===== src/rtl/rail_fault_pkg.sv =====
package rail_fault_pkg;

    typedef enum logic [1:0] {
        THERM_OK   = 2'd0,
        THERM_WARN = 2'd1,
        THERM_HOT  = 2'd2
    } therm_e;

    function automatic therm_e therm_next(therm_e cur, logic warn, logic crit);
        if (crit)
            return THERM_HOT;
        else if (warn)
            return (cur == THERM_HOT) ? THERM_HOT : THERM_WARN;
        else
            return THERM_OK;
    endfunction

endpackage


===== src/rtl/rail_sync_bank.sv =====
module rail_sync_bank #(
    parameter int W      = 8,
    parameter int STAGES = 2
) (
    input  logic         clk,
    input  logic         rst_n,
    input  logic [W-1:0] d_i,
    output logic [W-1:0] q_o
);
    logic [W-1:0] stg_q [STAGES];

    for (genvar s = 0; s < STAGES; s++) begin : g_stage
        always_ff @(posedge clk or negedge rst_n) begin
            if (!rst_n)
                stg_q[s] <= '0;
            else if (s == 0)
                stg_q[s] <= d_i;
            else
                stg_q[s] <= stg_q[(s == 0) ? 0 : s - 1];
        end
    end

    assign q_o = stg_q[STAGES-1];
endmodule


===== src/rtl/rail_fault_core.sv =====
module rail_fault_core
    import rail_fault_pkg::*;
#(
    parameter int                 N_RAIL    = 6,
    parameter int                 N_MAIN    = 3,
    parameter logic [N_RAIL-1:0]  STBY_MASK = 6'b000011
) (
    input  logic              clk,
    input  logic              por_n,
    input  logic              shut_i,
    input  logic [N_RAIL-1:0] rail_uv_s,
    input  logic [N_RAIL-1:0] rail_arm_i,
    input  logic [N_RAIL-1:0] rail_int_i,
    input  logic [N_MAIN-1:0] main_uv_s,
    input  logic              active_i,
    input  logic              startup_i,
    input  logic              warn_s,
    input  logic              crit_s,
    output logic              fault_o,
    output logic [N_RAIL-1:0] rail_dis_o,
    output logic              global_off_o,
    output logic              force_s5_o
);
    typedef struct packed {
        logic              shut;
        logic [N_RAIL-1:0] arm;
        logic [N_RAIL-1:0] intp;
        logic              active;
        logic              startup;
        logic [N_RAIL-1:0] reg_off;
        logic              goff;
        logic              s5;
        logic              fault;
        therm_e            therm;
    } st_t;

    st_t st_d, st_q;
    logic [N_RAIL-1:0] uv_eff;
    logic              all_off;

    always_comb begin
        st_d         = st_q;
        st_d.shut    = shut_i;
        st_d.arm     = rail_arm_i;
        st_d.intp    = rail_int_i;
        st_d.active  = active_i;
        st_d.startup = startup_i;
        st_d.therm   = therm_next(st_q.therm, warn_s, crit_s);
        uv_eff       = rail_uv_s & st_q.arm;

        if (st_q.shut) begin
            st_d.reg_off = '0;
            st_d.s5      = 1'b0;
            st_d.fault   = 1'b0;
        end else begin
            st_d.reg_off = st_q.reg_off | (uv_eff & st_q.intp);
            st_d.goff    = st_q.goff | (st_q.startup & (|(uv_eff & STBY_MASK)));
            if (main_uv_s == '0)
                st_d.s5 = 1'b0;
            else if (st_q.active)
                st_d.s5 = 1'b1;
            st_d.fault = (|uv_eff) | (|main_uv_s) | warn_s | crit_s | st_d.goff;
        end
    end

    always_ff @(posedge clk or negedge por_n) begin
        if (!por_n) begin
            st_q <= '{shut: 1'b0, arm: '0, intp: '0, active: 1'b0, startup: 1'b0,
                      reg_off: '0, goff: 1'b0, s5: 1'b0, fault: 1'b0, therm: THERM_OK};
        end else begin
            st_q <= st_d;
        end
    end

    assign all_off      = st_q.shut | st_q.goff | (st_q.therm == THERM_HOT);
    assign rail_dis_o   = {N_RAIL{all_off}} | st_q.reg_off;
    assign fault_o      = st_q.fault;
    assign global_off_o = st_q.goff;
    assign force_s5_o   = st_q.s5;

    AST_FAULT_ON_UV: assert property (@(posedge clk) disable iff (!por_n)
        ((|(rail_uv_s & st_q.arm)) && !st_q.shut) |=> fault_o);
    AST_LATCH_HOLDS: assert property (@(posedge clk) disable iff (!por_n)
        !st_q.shut |=> ((st_q.reg_off & $past(st_q.reg_off)) == $past(st_q.reg_off)));
    AST_GLOBAL_STICKY: assert property (@(posedge clk) disable iff (!por_n)
        global_off_o |=> global_off_o);
    AST_CRIT_ALL_OFF: assert property (@(posedge clk) disable iff (!por_n)
        crit_s |=> (&rail_dis_o));
    AST_S5_NEEDS_ACTIVE: assert property (@(posedge clk) disable iff (!por_n)
        $rose(force_s5_o) |-> $past(st_q.active));
    AST_SHUT_FAULT_LOW: assert property (@(posedge clk) disable iff (!por_n)
        st_q.shut |=> (!fault_o && !force_s5_o));
endmodule


===== src/rtl/rail_fault_supervisor.sv =====
module rail_fault_supervisor #(
    parameter int                 N_RAIL      = 6,
    parameter int                 N_MAIN      = 3,
    parameter int                 SYNC_STAGES = 2,
    parameter logic [N_RAIL-1:0]  STBY_MASK   = 6'b000011
) (
    input  logic              clk,
    input  logic              por_n,
    input  logic              shut_i,
    input  logic [N_RAIL-1:0] rail_uv_i,
    input  logic [N_RAIL-1:0] rail_arm_i,
    input  logic [N_RAIL-1:0] rail_int_i,
    input  logic [N_MAIN-1:0] main_uv_i,
    input  logic              active_i,
    input  logic              startup_i,
    input  logic              temp_warn_i,
    input  logic              temp_crit_i,
    output logic              fault_o,
    output logic [N_RAIL-1:0] rail_dis_o,
    output logic              global_off_o,
    output logic              force_s5_o
);
    localparam int CMP_W = N_RAIL + N_MAIN + 2;

    logic [CMP_W-1:0]  cmp_s;
    logic [N_RAIL-1:0] rail_uv_s;
    logic [N_MAIN-1:0] main_uv_s;
    logic              warn_s, crit_s;

    rail_sync_bank #(.W(CMP_W), .STAGES(SYNC_STAGES)) u_sync (
        .clk   (clk),
        .rst_n (por_n),
        .d_i   ({temp_crit_i, temp_warn_i, main_uv_i, rail_uv_i}),
        .q_o   (cmp_s)
    );

    assign {crit_s, warn_s, main_uv_s, rail_uv_s} = cmp_s;

    rail_fault_core #(.N_RAIL(N_RAIL), .N_MAIN(N_MAIN), .STBY_MASK(STBY_MASK)) u_core (
        .clk          (clk),
        .por_n        (por_n),
        .shut_i       (shut_i),
        .rail_uv_s    (rail_uv_s),
        .rail_arm_i   (rail_arm_i),
        .rail_int_i   (rail_int_i),
        .main_uv_s    (main_uv_s),
        .active_i     (active_i),
        .startup_i    (startup_i),
        .warn_s       (warn_s),
        .crit_s       (crit_s),
        .fault_o      (fault_o),
        .rail_dis_o   (rail_dis_o),
        .global_off_o (global_off_o),
        .force_s5_o   (force_s5_o)
    );
endmodule


===== config.mk =====
export PLATFORM = sky130hd
export DESIGN_NAME = rail_fault_supervisor
export DESIGN_NICKNAME = d
export VERILOG_FILES = /design/src/rtl/rail_fault_pkg.sv /design/src/rtl/rail_sync_bank.sv /design/src/rtl/rail_fault_core.sv /design/src/rtl/rail_fault_supervisor.sv
export SDC_FILE = /design/constraint.sdc
export NUM_CORES = 1
export LEC_CHECK = 0
export BUFFER_PORTS_ARGS = -buffer_cell sky130_fd_sc_hd__buf_2
export CORE_MARGIN = 4
export CORE_UTILIZATION = 45
export DETAILED_ROUTE_END_ITERATION = 6
export PLACE_DENSITY = 0.72
export SKIP_LAST_GASP = 1
export SLEW_MARGIN = 20
export SYNTH_ARGS = -nofsm -noshare
export SYNTH_HDL_FRONTEND = slang
export SYNTH_SLANG_ARGS = --single-unit

===== constraint.sdc =====
create_clock -name clk -period 1.2 [get_ports clk]
set_input_delay 0.24 -clock clk [delete_from_list [all_inputs] [get_ports clk]]
set_output_delay 0.24 -clock clk [all_outputs]
set_load 0.02 [all_outputs]

## After elaboration in Yosys (flattened, before gate mapping)

Index checks and enable logic that the tools add are counted.

- Register bits after elaboration: 48
- ROM bits: 0
- Latch bits: 0
- Memories: 0
- Bits in writable memories: 0
- Input port bits: 28

- $mul: 0
- Reduce and logical (&&, ||, !) cells: 5
- Eq/ne operators: 1
- Div/mod/pow operators: 0
- Multiplexer cells: 7
- Bitwise operators: 12
- Magnitude comparators: 0
- Add/sub/neg operators: 0
- Shift operators: 0

Operators by type and width:

| kind | number |
|---|---|
| 6-bit bitwise AND | 2 |
| 6-bit OR | 2 |
| 2-bit two-way mux | 4 |
| 1-bit OR | 7 |
| 6-bit two-way mux | 1 |
| 6-bit OR reduction | 1 |
| 3-bit logical NOT | 1 |
| 3-bit nonzero test | 1 |
| 3-bit OR reduction | 1 |
| 2-bit == test (second input constant) | 1 |
| 1-bit two-way mux | 2 |
| 2-bit OR reduction | 1 |
| 1-bit bitwise AND | 1 |

## Longest topological paths before layout

Gate-level depths: netlist of run 1.

- Word-level depth: 7
- Mapped depth: 3

## Hierarchy

From an unflattened synthesis of run 1, not the netlist that was laid out.

- Cells, all modules: 92
- Area total of the unflattened synthesis: 1,491.4 um^2

By module, submodules not included:

| module | area an instance (um^2) | cells an instance | seq. area each (um^2) | instances |
|---|---|---|---|---|
| rail_fault_core | 858.3 | 59 | 650.6 | 1 |
| rail_sync_bank | 633.1 | 33 | 550.5 | 1 |

## Least setup slack after synthesis of run 1

Ideal clock, no wire load.

- Path type: flip-flop to output port
- Start point: register u_core.st_q, in the netlist u_core.global_off_o
- End point: output rail_dis_o[0]
- Setup slack: -0.202 ns
- Cell stages (with the launch flop): 3
- Arrival: 1.162 ns
- Path buffers: 0
- Path through: dfrtp_1 or3_4 or2_1

- Longest elaborated chain between the ends: 3

Ends and longest elaborated chain:

| what | RTL line | RTL |
|---|---|---|
| from (decl) | rail_fault_core.sv:37 | `st_t st_d, st_q;` |
| from (signal assigned) | rail_fault_core.sv:68 | `st_q <= '{shut: 1'b0, arm: '0, intp: '0, active: 1'b0, startup: 1'b0,` |
| from (signal assigned) | rail_fault_core.sv:71 | `st_q <= st_d;` |
| 1-bit OR (2 in series) | rail_fault_core.sv:75 | `assign all_off = st_q.shut \| st_q.goff \| (st_q.therm == THERM_HOT);` |
| 6-bit OR | rail_fault_core.sv:76 | `assign rail_dis_o = {N_RAIL{all_off}} \| st_q.reg_off;` |
| to (decl) | rail_fault_supervisor.sv:19 | `output logic [N_RAIL-1:0] rail_dis_o,` |

No other way between the ends.

## Worst setup path in the final report of run 1

- Start point: register u_core.st_q[1] (netlist name)
- End point: output rail_dis_o[0]

- Longest elaborated chain between the ends: 3

Ends and longest elaborated chain:

| what | RTL line |
|---|---|
| 2-bit == test | rail_fault_core.sv:75 |
| 1-bit OR | rail_fault_core.sv:75 |
| 6-bit OR | rail_fault_core.sv:76 |

No other way between the ends.

==> results of run 1 <==
-- routing by layer --
| layer | part of all wire [%] | routed length, um |
|---|---|---|
| met2 | 56 | 1540 |
| met1 | 38 | 1050 |
| met3 | 4.4 | 122 |
| met4 | 2.2 | 61 |
| met5 | 0 | 0 |
-- synthesized netlist by cell type (all sizes together) --
library cell | number | area, um2
buf | 1 | 11.3
dfrtp | 48 | 1200
nor3 | 3 | 15.0
a221oi | 1 | 8.76
o21bai | 1 | 7.51
nor2b | 1 | 6.26
a22o | 1 | 8.76
a31oi | 6 | 37.5
a21o | 1 | 7.51
a22oi | 1 | 7.51
or2 | 6 | 37.5
nand2b | 1 | 6.26
nor2 | 7 | 26.3
nor3b | 1 | 7.51
a41oi | 1 | 8.76
or3 | 1 | 11.3
-- placed cells by master (no fill, tap or decap) --
| master | instances |
|---|---|
| dfrtp_1 | 47 |
| buf_2 | 30 |
| dlygate4sd3_1 | 27 |
| nor2_1 | 7 |
| buf_6 | 7 |
| or2_4 | 6 |
| a31oi_1 | 6 |
| clkbuf_4 | 5 |
| buf_4 | 5 |
| nor3_1 | 3 |
| clkbuf_1 | 2 |
| nor2b_4 | 1 |
| or3_4 | 1 |
| a22oi_1 | 1 |
| a22o_1 | 1 |
| a221oi_2 | 1 |
| a41oi_1 | 1 |
| a21o_1 | 1 |
| nor3b_1 | 1 |
| nand2b_1 | 1 |
| o21bai_1 | 1 |
| clkinv_2 | 1 |
| buf_12 | 1 |
| dfrtp_2 | 1 |
-- power by group --
group | switching, mW | total [mW] | internal, mW
registers | 0.0380 | 1.74 | 1.70
logic | 0.0891 | 0.224 | 0.135
clock network | 0.447 | 0.677 | 0.229
-- repair_timing --
| item | in CTS | in global routing |
|---|---|---|
| endpoints found under the setup margin | 7 | 8 |
| hold endpoints to repair | 39 | 4 |
| hold buffers | 23 | 4 |
| buffers inserted | 2 | 2 |
| gates resized for setup | 15 | 2 |
| pin swaps | 2 | 0 |
-- worst register-to-register path, delay by kind of cell, from the launching register on --
family | cells | cell delay [ns]
flip-flops | 1 | 0.44
AND/OR/NAND/NOR | 1 | 0.19
buffers and inverters | 2 | 0.24
AO/OA/AOI/OAI | 1 | 0.13
-- stage by stage --
step           setup TNS (ns)  hold WS, ns  setup WS (ns)  utilization [%]
2_1_floorplan           -1.01      -0.0556         -0.168                -
3_3_place_gp            -1.62        0.192         -0.275             55.9
3_5_place_dp            -1.76        0.204         -0.301             55.9
4_1_cts                 -4.25      0.00189         -0.693             67.2
5_1_grt                 -4.33        0.367         -0.718             69.0
6_report                -4.06        0.348         -0.680             69.0
-- state kept, by name, indices dropped and copies added, names as in the netlist --
| register | cells |
|---|---|
| u_core.global_off_o | 1 |
| u_sync.stg_q | 11 |
| u_core.fault_o | 1 |
| u_core.force_s5_o | 1 |
| u_core.st_q | 23 |
| u_sync.q_o | 11 |
-- area by class of cell --
| class | instances | share of cell area [%] |
|---|---|---|
| Sequential cell | 48 | 57.5 |
| Clock inverter | 1 | 0.240 |
| Multi-Input combinational cell | 32 | 10.8 |
| Tap cell | 44 | 2.63 |
| Clock buffer | 7 | 2.16 |
| Timing Repair Buffer | 70 | 26.6 |
-- kinds of logic (layout without fill, tap and decap cells) --
kind of cell | count (synthesis) | in the layout | synth area share (%)
AO/OA/AOI/OAI | 12 | 12 | 6.13
buffers and inverters | 1 | 78 | 0.799
flip-flops | 48 | 48 | 85.3
AND/OR/NAND/NOR | 20 | 20 | 7.82
-- final timing paths --
kind | from | to | slack (ns) | depth (start not counted)
max | u_core.st_q[1]$_DFF_PN0_ | rail_dis_o[0] | -0.68 | 4
min reg2reg | u_sync.stg_q[12]$_DFF_PN0_ | u_sync.q_o[1]$_DFF_PN0_ | 0.36 | 0
max reg2reg | u_core.global_off_o$_DFFE_PN0N_ | u_core.fault_o$_DFF_PN0_ | 0.09 | 4
min | por_n | u_core.st_q[0]$_DFF_PN0_ | 0.35 | 2
max in group asynchronous | por_n | u_core.st_q[17]$_DFF_PN0_ | 0.33 | 3
min in group clk | u_sync.stg_q[12]$_DFF_PN0_ | u_sync.q_o[1]$_DFF_PN0_ | 0.36 | 0
==> results.py, run 1 <==
metrics = {
    "run_status": {
        "outcome": "finished with violations",
        "violations": "setup timing",
    },
    "global_route": {
        "gr-usage-all-layers_pct": 14.8,
        "gr-total-overflow": 0,
        "grt_pass1_vias": 958,
        "antenna_found_initial": 0,
        "grt_max_degree": 21,
        "met2_usage_pct": 24.6,
        "grtUsageMet1_pct": 17.3,
        "grt_pass1_wl_mm": 4.46,
        "grtUsageMet3_pct": 4.39,
        "top_usage_layer": "met2",
    },
    "layout": {
        "drive_above_1_share_pct": 37.3,
        "fillerInstances": 208,
        "diodes": 0,
        "area_delta_synth_final_pct": 48.3,
        "multiInputGateArea_um2": 225,
        "nNetsFinal": 185,
        "stdcell_area_um2": 2090,
        "final_cells": 202,
        "seq_area_um2": 1200,
    },
    "critical_path": {
        "path_cells": "nor2b_4, or3_4, or2_4, buf_2",
        "critical_path_class": "reg2out",
        "critPathLaunchType": "register",
        "critical_path_buf_inv_count": 1,
        "worstPathArrival_ns": 1.64,
        "cp_top_family": "simple AND/OR/NAND/NOR gates",
        "slowest_delay_ns": 0.39,
        "required_ns": 0.96,
        "cp_max_fo": 6,
        "worst_path_max_delay_cell": "dfrtp_1",
        "end_kind": "primary output",
    },
    "die": {
        "die_h_um": 64.0,
        "pin_count": 37,
        "die_area_um2": 4090,
        "core_area_um2": 3030,
        "die_width_um": 64.0,
        "num_rows": 20,
        "start_util_pct": 46.5,
    },
    "job": {
        "max_cap_viol_count": 0,
    },
    "timing": {
        "fin_worst_skew_ns": 0.0204,
        "fin_crit_sh_pct": 157,
        "rsz0062_at_grt": "yes",
        "slew_headroom_pct": 70.9,
        "hold_violations": 0,
        "max_freq_ghz": 0.532,
        "finalSetupViolCount": 7,
        "setup_ws_ns": -0.680,
        "period_minus_slack_ns": 1.88,
        "slew_violations": 0,
        "tightest_slew_ns": 0.436,
    },
    "yosys": {
        "synthDistinctLibCells": 16,
        "synthCells": 81,
        "yosysWarnings": 0,
        "syn-num-nets": 109,
        "synth_area_per_cell_um2": 17.4,
        "yosysSeqAreaShare_pct": 85.3,
        "ys_ff_latch": 48,
        "syn_area_um2": 1410,
    },
    "clocking": {
        "cts_root_buf": "clkbuf_4",
        "clk_latency_ns": 0.35,
        "cts-buffers-inserted": 5,
        "clockBufferDepth": 2,
        "clk_pin_slew_ns": 0.14,
        "cts_sinks": 48,
        "cts_tree": "yes",
        "cts_max_level": 2,
    },
    "power": {
        "power_density_nw_per_um2": 1260,
        "finalPower_mw": 2.64,
        "ir_worst_vdd_v": 0.000727,
        "leakage_nw": 0.980,
    },
    "routing": {
        "postRouteAntennaNets": 0,
        "drt_iter0_drc": 15,
        "wl_per_cell_um": 13.7,
        "vias": 889,
        "via_per_inst": 4.40,
        "firstDrtPassIters": 3,
        "wl_mm": 2.77,
        "drc_errors": 0,
    },
    "place": {
        "gp_congestion": 0.745,
        "io_buffer_count": 36,
        "place_inst": 164,
        "dpl.hpwl_mm": 1.74,
        "postPlaceCellArea_um2": 1690,
    },
    "worst_hold_path": {
        "hp-class": "in2async",
    },
}
No activity file was read; power rests on OpenSTA's default activity.
==> run 2: changes to the inputs <==
--- a/config.mk
+++ b/config.mk
@@ -6,7 +6,7 @@
 export NUM_CORES = 1
 export LEC_CHECK = 0
 export BUFFER_PORTS_ARGS = -buffer_cell sky130_fd_sc_hd__buf_2
-export CORE_MARGIN = 4
+export CAP_MARGIN = 10
 export CORE_UTILIZATION = 45
 export DETAILED_ROUTE_END_ITERATION = 6
 export PLACE_DENSITY = 0.72
==> results.py, run 2 (synthesis results as in run 1) <==
metrics = {
    "timing": {
        "tightest_slew_ns": 0.381,
        "fin_worst_skew_ns": 0.0111,
        "fin_crit_sh_pct": 153,
        "hold_violations": 0,
        "setup_ws_ns": -0.642,
        "final.setup.tns_ns": -3.88,
        "slew_violations": 0,
        "period_minus_slack_ns": 1.84,
        "rsz0062_at_grt": "yes",
        "hold_ws_ns": 0.323,
        "max_freq_ghz": 0.543,
        "slew_headroom_pct": 74.6,
        "finalSetupViolCount": 7,
    },
    "die": {
        "die_area_um2": 3360,
        "start_util_pct": 49.4,
        "die_width_um": 58.0,
        "pin_count": 37,
        "die_h_um": 58.0,
        "num_rows": 19,
        "core_area_um2": 2850,
    },
    "clocking": {
        "cts_sinks": 48,
        "clk_latency_ns": 0.34,
        "cts_max_level": 2,
        "cts-buffers-inserted": 5,
        "clk_pin_slew_ns": 0.13,
        "cts_tree": "yes",
        "clockBufferDepth": 2,
        "cts_root_buf": "clkbuf_4",
    },
    "critical_path": {
        "required_ns": 0.96,
        "critical_path_class": "reg2out",
        "r2r_cells": 3,
        "critPathLaunchType": "register",
        "end_kind": "primary output",
        "r2r-start": "u_sync.q_o[2]$_DFF_PN0_",
        "r2r_setup_slack_ns": 0.03,
        "worstPathArrival_ns": 1.60,
        "reg2reg_to": "u_core.fault_o$_DFF_PN0_",
        "cp_max_fo": 6,
    },
    "run_status": {
        "violations": "DRC, setup timing",
        "outcome": "finished with violations",
    },
    "global_route": {
        "grt_pass1_wl_mm": 4.22,
        "gr-total-overflow": 0,
        "antenna_found_initial": 0,
        "grt_pass1_vias": 960,
        "gr-usage-all-layers_pct": 18.0,
        "grt_max_degree": 23,
    },
    "job": {
        "max_cap_viol_count": 0,
    },
    "layout": {
        "diodes": 0,
        "drive_above_1_share_pct": 37.6,
        "largest_register_ffs": 23,
        "area_delta_synth_final_pct": 48.2,
        "final_cell_mix": "47 x dfrtp_1, 30 x buf_2, 27 x dlygate4sd3_1, 7 x nor2_1",
        "layout_commonest_cell": "dfrtp_1",
        "top_register": "u_core.st_q",
        "nNetsFinal": 184,
    },
    "power": {
        "intPower_mw": 2.27,
        "power_density_nw_per_um2": 1370,
        "p_sw_share_pct": 20.6,
        "ir_worst_vdd_v": 0.000922,
        "switching_power_uw": 588,
        "power_frac_seq_pct": 60.7,
        "leakage_nw": 0.983,
        "combPwrFrac_pct": 7.7,
        "pwr-share-clk_pct": 31.6,
    },
    "place": {
        "dpl.hpwl_mm": 1.55,
        "dp_slack_ns": -0.286,
        "gp_congestion": 0.751,
        "io_buffer_count": 36,
    },
    "routing": {
        "firstDrtPassIters": 6,
        "drt_iter0_drc": 21,
        "vias": 882,
        "via_per_inst": 4.69,
        "postRouteAntennaNets": 0,
        "wl_mm": 2.53,
        "drc_errors": 3,
        "wl_per_cell_um": 13.4,
    },
    "worst_hold_path": {
        "hp-class": "in2async",
    },
}
## run 2: cell count changes in the layout (fill, tap and decap cells not counted)
cell / before / now
buf_6: 7 / 6
bufinv_16: 0 / 1
clkbuf_1: 2 / 1
## run 2: critical path: stages, from the launching register on
cell     delay [ns]
dfrtp_1        0.39
nor2b_4        0.12
or3_4          0.36
or2_4          0.27
buf_6          0.13
## run 2: through the flow
stage / std cells / power [mW] / cell area (um2) / utilization, %
3_3_place_gp: 152 / 1.90 / 1680 / 59.0
6_report: 188 / 2.86 / 2090 / 73.2
3_5_place_dp: 152 / 1.91 / 1680 / 59.0
5_1_grt: 188 / 2.98 / 2090 / 73.2
2_1_floorplan: 81 / 1.80 / 1430 / -
4_1_cts: 186 / 2.87 / 2070 / 72.6
## run 2: area by class of cell
cell class | instances | area (um2)
clock inverter | 2 | 35.0
fill | 172 | 764
tap | 31 | 38.8
sequential | 48 | 1200
timing repair buffer | 69 | 546
clock buffer | 6 | 41.3
multi-input combinational | 32 | 225
## run 2: how the worst max path moves through the flow
stage | start | endpoint | slack (ns) | depth (start not counted)
floorplan | u_core.st_q[25]$_DFF_PN0_ | rail_dis_o[0] | -0.17 | 3
detailed placement | u_core.st_q[1]$_DFF_PN0_ | rail_dis_o[4] | -0.29 | 4
finish | u_core.st_q[1]$_DFF_PN0_ | rail_dis_o[3] | -0.64 | 4
global placement | u_core.st_q[1]$_DFF_PN0_ | rail_dis_o[3] | -0.27 | 4
CTS | u_core.st_q[1]$_DFF_PN0_ | rail_dis_o[4] | -0.67 | 4
global route | u_core.st_q[1]$_DFF_PN0_ | rail_dis_o[4] | -0.70 | 4
## run 2: what timing repair did
| item | 4_1_cts | 5_1_grt |
|---|---|---|
| hold endpoints to repair | 39 | 1 |
| pin swaps | 2 | 4 |
| endpoints found under the setup margin | 8 | 8 |
| gates resized for setup | 15 | 0 |
| cloned | 0 | 0 |
| hold buffers | 26 | 1 |
| buffers inserted | 0 | 1 |
## run 2: metal layers
layer / wire, um / part of all wire (%) / global-route usage (%)
met1: 1060 / 42 / 19.8
met2: 1330 / 53 / 32.5
met5: 0 / 0 / 0
met3: 125 / 4.9 / 5.80
met4: 15 / 0.59 / 6.12
## run 2: power groups by stage
stage / Combinational [mW] / Sequential, mW / Clock (mW)
final: 0.219 / 1.73 / 0.902
after global routing: 0.245 / 1.74 / 0.993
after CTS: 0.215 / 1.73 / 0.924
after detailed placement: 0.145 / 1.76 / 0
after global placement: 0.140 / 1.76 / 0
after floorplan: 0.0388 / 1.76 / 0
==> run 3: changes to the inputs <==
==> constraint.sdc (replaced) <==
create_clock -name clk -period 1.2 [get_ports clk]
set_input_delay 0.18 -clock clk [delete_from_list [all_inputs] [get_ports clk]]
set_output_delay 0.18 -clock clk [all_outputs]
set_load 0.02 [all_outputs]
==> results.py, run 3 (synthesis results as in run 1) <==
metrics = {
    "power": {
        "power_density_nw_per_um2": 1370,
        "leakage_nw": 0.981,
        "ir_worst_vdd_v": 0.000982,
    },
    "place": {
        "dp_slack_ns": -0.216,
        "gp_congestion": 0.742,
        "dpl.hpwl_mm": 1.47,
        "io_buffer_count": 36,
    },
    "clocking": {
        "cts_max_level": 2,
        "cts_tree": "yes",
        "clockBufferDepth": 2,
        "clk_pin_slew_ns": 0.13,
        "cts-buffers-inserted": 5,
        "cts_root_buf": "clkbuf_4",
        "clk_latency_ns": 0.36,
        "cts_sinks": 48,
    },
    "timing": {
        "setup_ws_ns": -0.604,
        "finalSetupViolCount": 7,
        "slew_headroom_pct": 79.9,
        "hold_violations": 0,
        "period_minus_slack_ns": 1.80,
        "rsz0062_at_grt": "yes",
        "fin_worst_skew_ns": 0.00721,
        "max_freq_ghz": 0.554,
        "fin_crit_sh_pct": 150,
        "slew_violations": 0,
        "tightest_slew_ns": 0.299,
    },
    "routing": {
        "postRouteAntennaNets": 0,
        "wl_met1_um": 985,
        "vias": 887,
        "drt_iter0_drc": 30,
        "via_per_inst": 4.74,
        "highest_layer": "met4",
        "wl_met3_um": 152,
        "wl_per_cell_um": 13.4,
        "wl_mm": 2.51,
        "firstDrtPassIters": 6,
        "drc_errors": 3,
        "dr_wl_met2_mm": 1.28,
    },
    "layout": {
        "utilization_pct": 73.1,
        "diodes": 0,
        "area_delta_synth_final_pct": 48.0,
        "layout_commonest_cell": "dfrtp_1",
        "nNetsFinal": 183,
        "top_register": "u_core.st_q",
        "final_cell_mix": "47 x dfrtp_1, 30 x buf_2, 27 x dlygate4sd3_1, 7 x nor2_1, 7 x buf_6",
        "largest_register_ffs": 23,
        "drive_above_1_share_pct": 37.2,
    },
    "critical_path": {
        "critical_path_class": "reg2out",
        "cp_max_fo": 6,
        "worstPathArrival_ns": 1.62,
        "worst_path_max_delay_cell": "dfrtp_1",
        "path_cells": "nor2b_4, or3_4, or2_4, buf_6",
        "slowest_delay_ns": 0.38,
        "end_kind": "primary output",
        "required_ns": 1.02,
        "critPathLaunchType": "register",
    },
    "die": {
        "start_util_pct": 49.4,
        "die_area_um2": 3360,
        "die_h_um": 58.0,
        "die_width_um": 58.0,
        "core_area_um2": 2850,
        "num_rows": 19,
        "pin_count": 37,
    },
    "global_route": {
        "grt_pass1_wl_mm": 4.24,
        "gr-total-overflow": 0,
        "grt_pass1_vias": 976,
        "gr-usage-all-layers_pct": 18.5,
        "antenna_found_initial": 0,
        "grt_max_degree": 49,
    },
    "run_status": {
        "outcome": "finished with violations",
        "violations": "DRC, setup timing",
    },
    "worst_hold_path": {
        "hp-class": "in2async",
    },
    "job": {
        "max_cap_viol_count": 0,
    },
}
-- run 3: layout make-up --
cell class | count | area, um2
clock buffers | 6 | 41.3
clock inverters | 2 | 35.0
fillers | 178 | 768
multi-input cells | 32 | 225
flip-flops and latches | 48 | 1200
well taps | 31 | 38.8
repair buffers | 68 | 542
-- run 3: routing by layer --
layer  vias up  track usage (%)
met1       423             20.4
met5         -                0
met4         0             9.52
li1        423                -
met3         8             7.59
met2        33             30.7
-- run 3: report_power, final --
part | total, mW | internal [mW] | switching (mW)
registers | 1.73 | 1.70 | 0.0349
clock network | 0.907 | 0.437 | 0.470
logic | 0.215 | 0.130 | 0.0852
-- run 3: worst paths after layout --
kind | start | endpoint | slack, ns | cells after the start
worst max-delay path | u_core.st_q[1]$_DFF_PN0_ | rail_dis_o[5] | -0.60 | 4
worst min-delay path | por_n | u_core.st_q[15]$_DFF_PN0_ | 0.32 | 3
worst min register to register | u_sync.stg_q[19]$_DFF_PN0_ | u_sync.q_o[8]$_DFF_PN0_ | 0.36 | 0
worst max register to register | u_core.st_q[21]$_DFF_PN0_ | u_core.fault_o$_DFF_PN0_ | 0.10 | 3
min in group clk | u_sync.stg_q[19]$_DFF_PN0_ | u_sync.q_o[8]$_DFF_PN0_ | 0.36 | 0
max in group asynchronous | por_n | u_core.global_off_o$_DFFE_PN0N_ | 0.67 | 3
-- run 3: critical path: cells and delay by family, from the launching register on --
family	cells	cell delay [ns]
flops	1	0.38
simple gates	3	0.76
buf+inv	1	0.13
-- run 3: metrics by stage --
stage	instance area (um2)	power, mW	hold slack (ns)	instances	setup TNS (ns)
finish	2080	2.85	0.317	187	-3.58
global route	2080	2.98	0.330	187	-4.03
CTS	2070	2.88	0.325	186	-3.71
detailed placement	1680	1.91	0.179	151	-1.26
global placement	1680	1.90	0.175	151	-1.19
floorplan	1430	1.80	-0.116	81	-0.651
-- run 3: timing repair --
item	4_1_cts	5_1_grt
hold endpoints to repair	74	0
pin swaps	2	4
hold buffers	27	0
resized for setup	14	2
buffers inserted	0	1
setup endpoints to repair	7	8
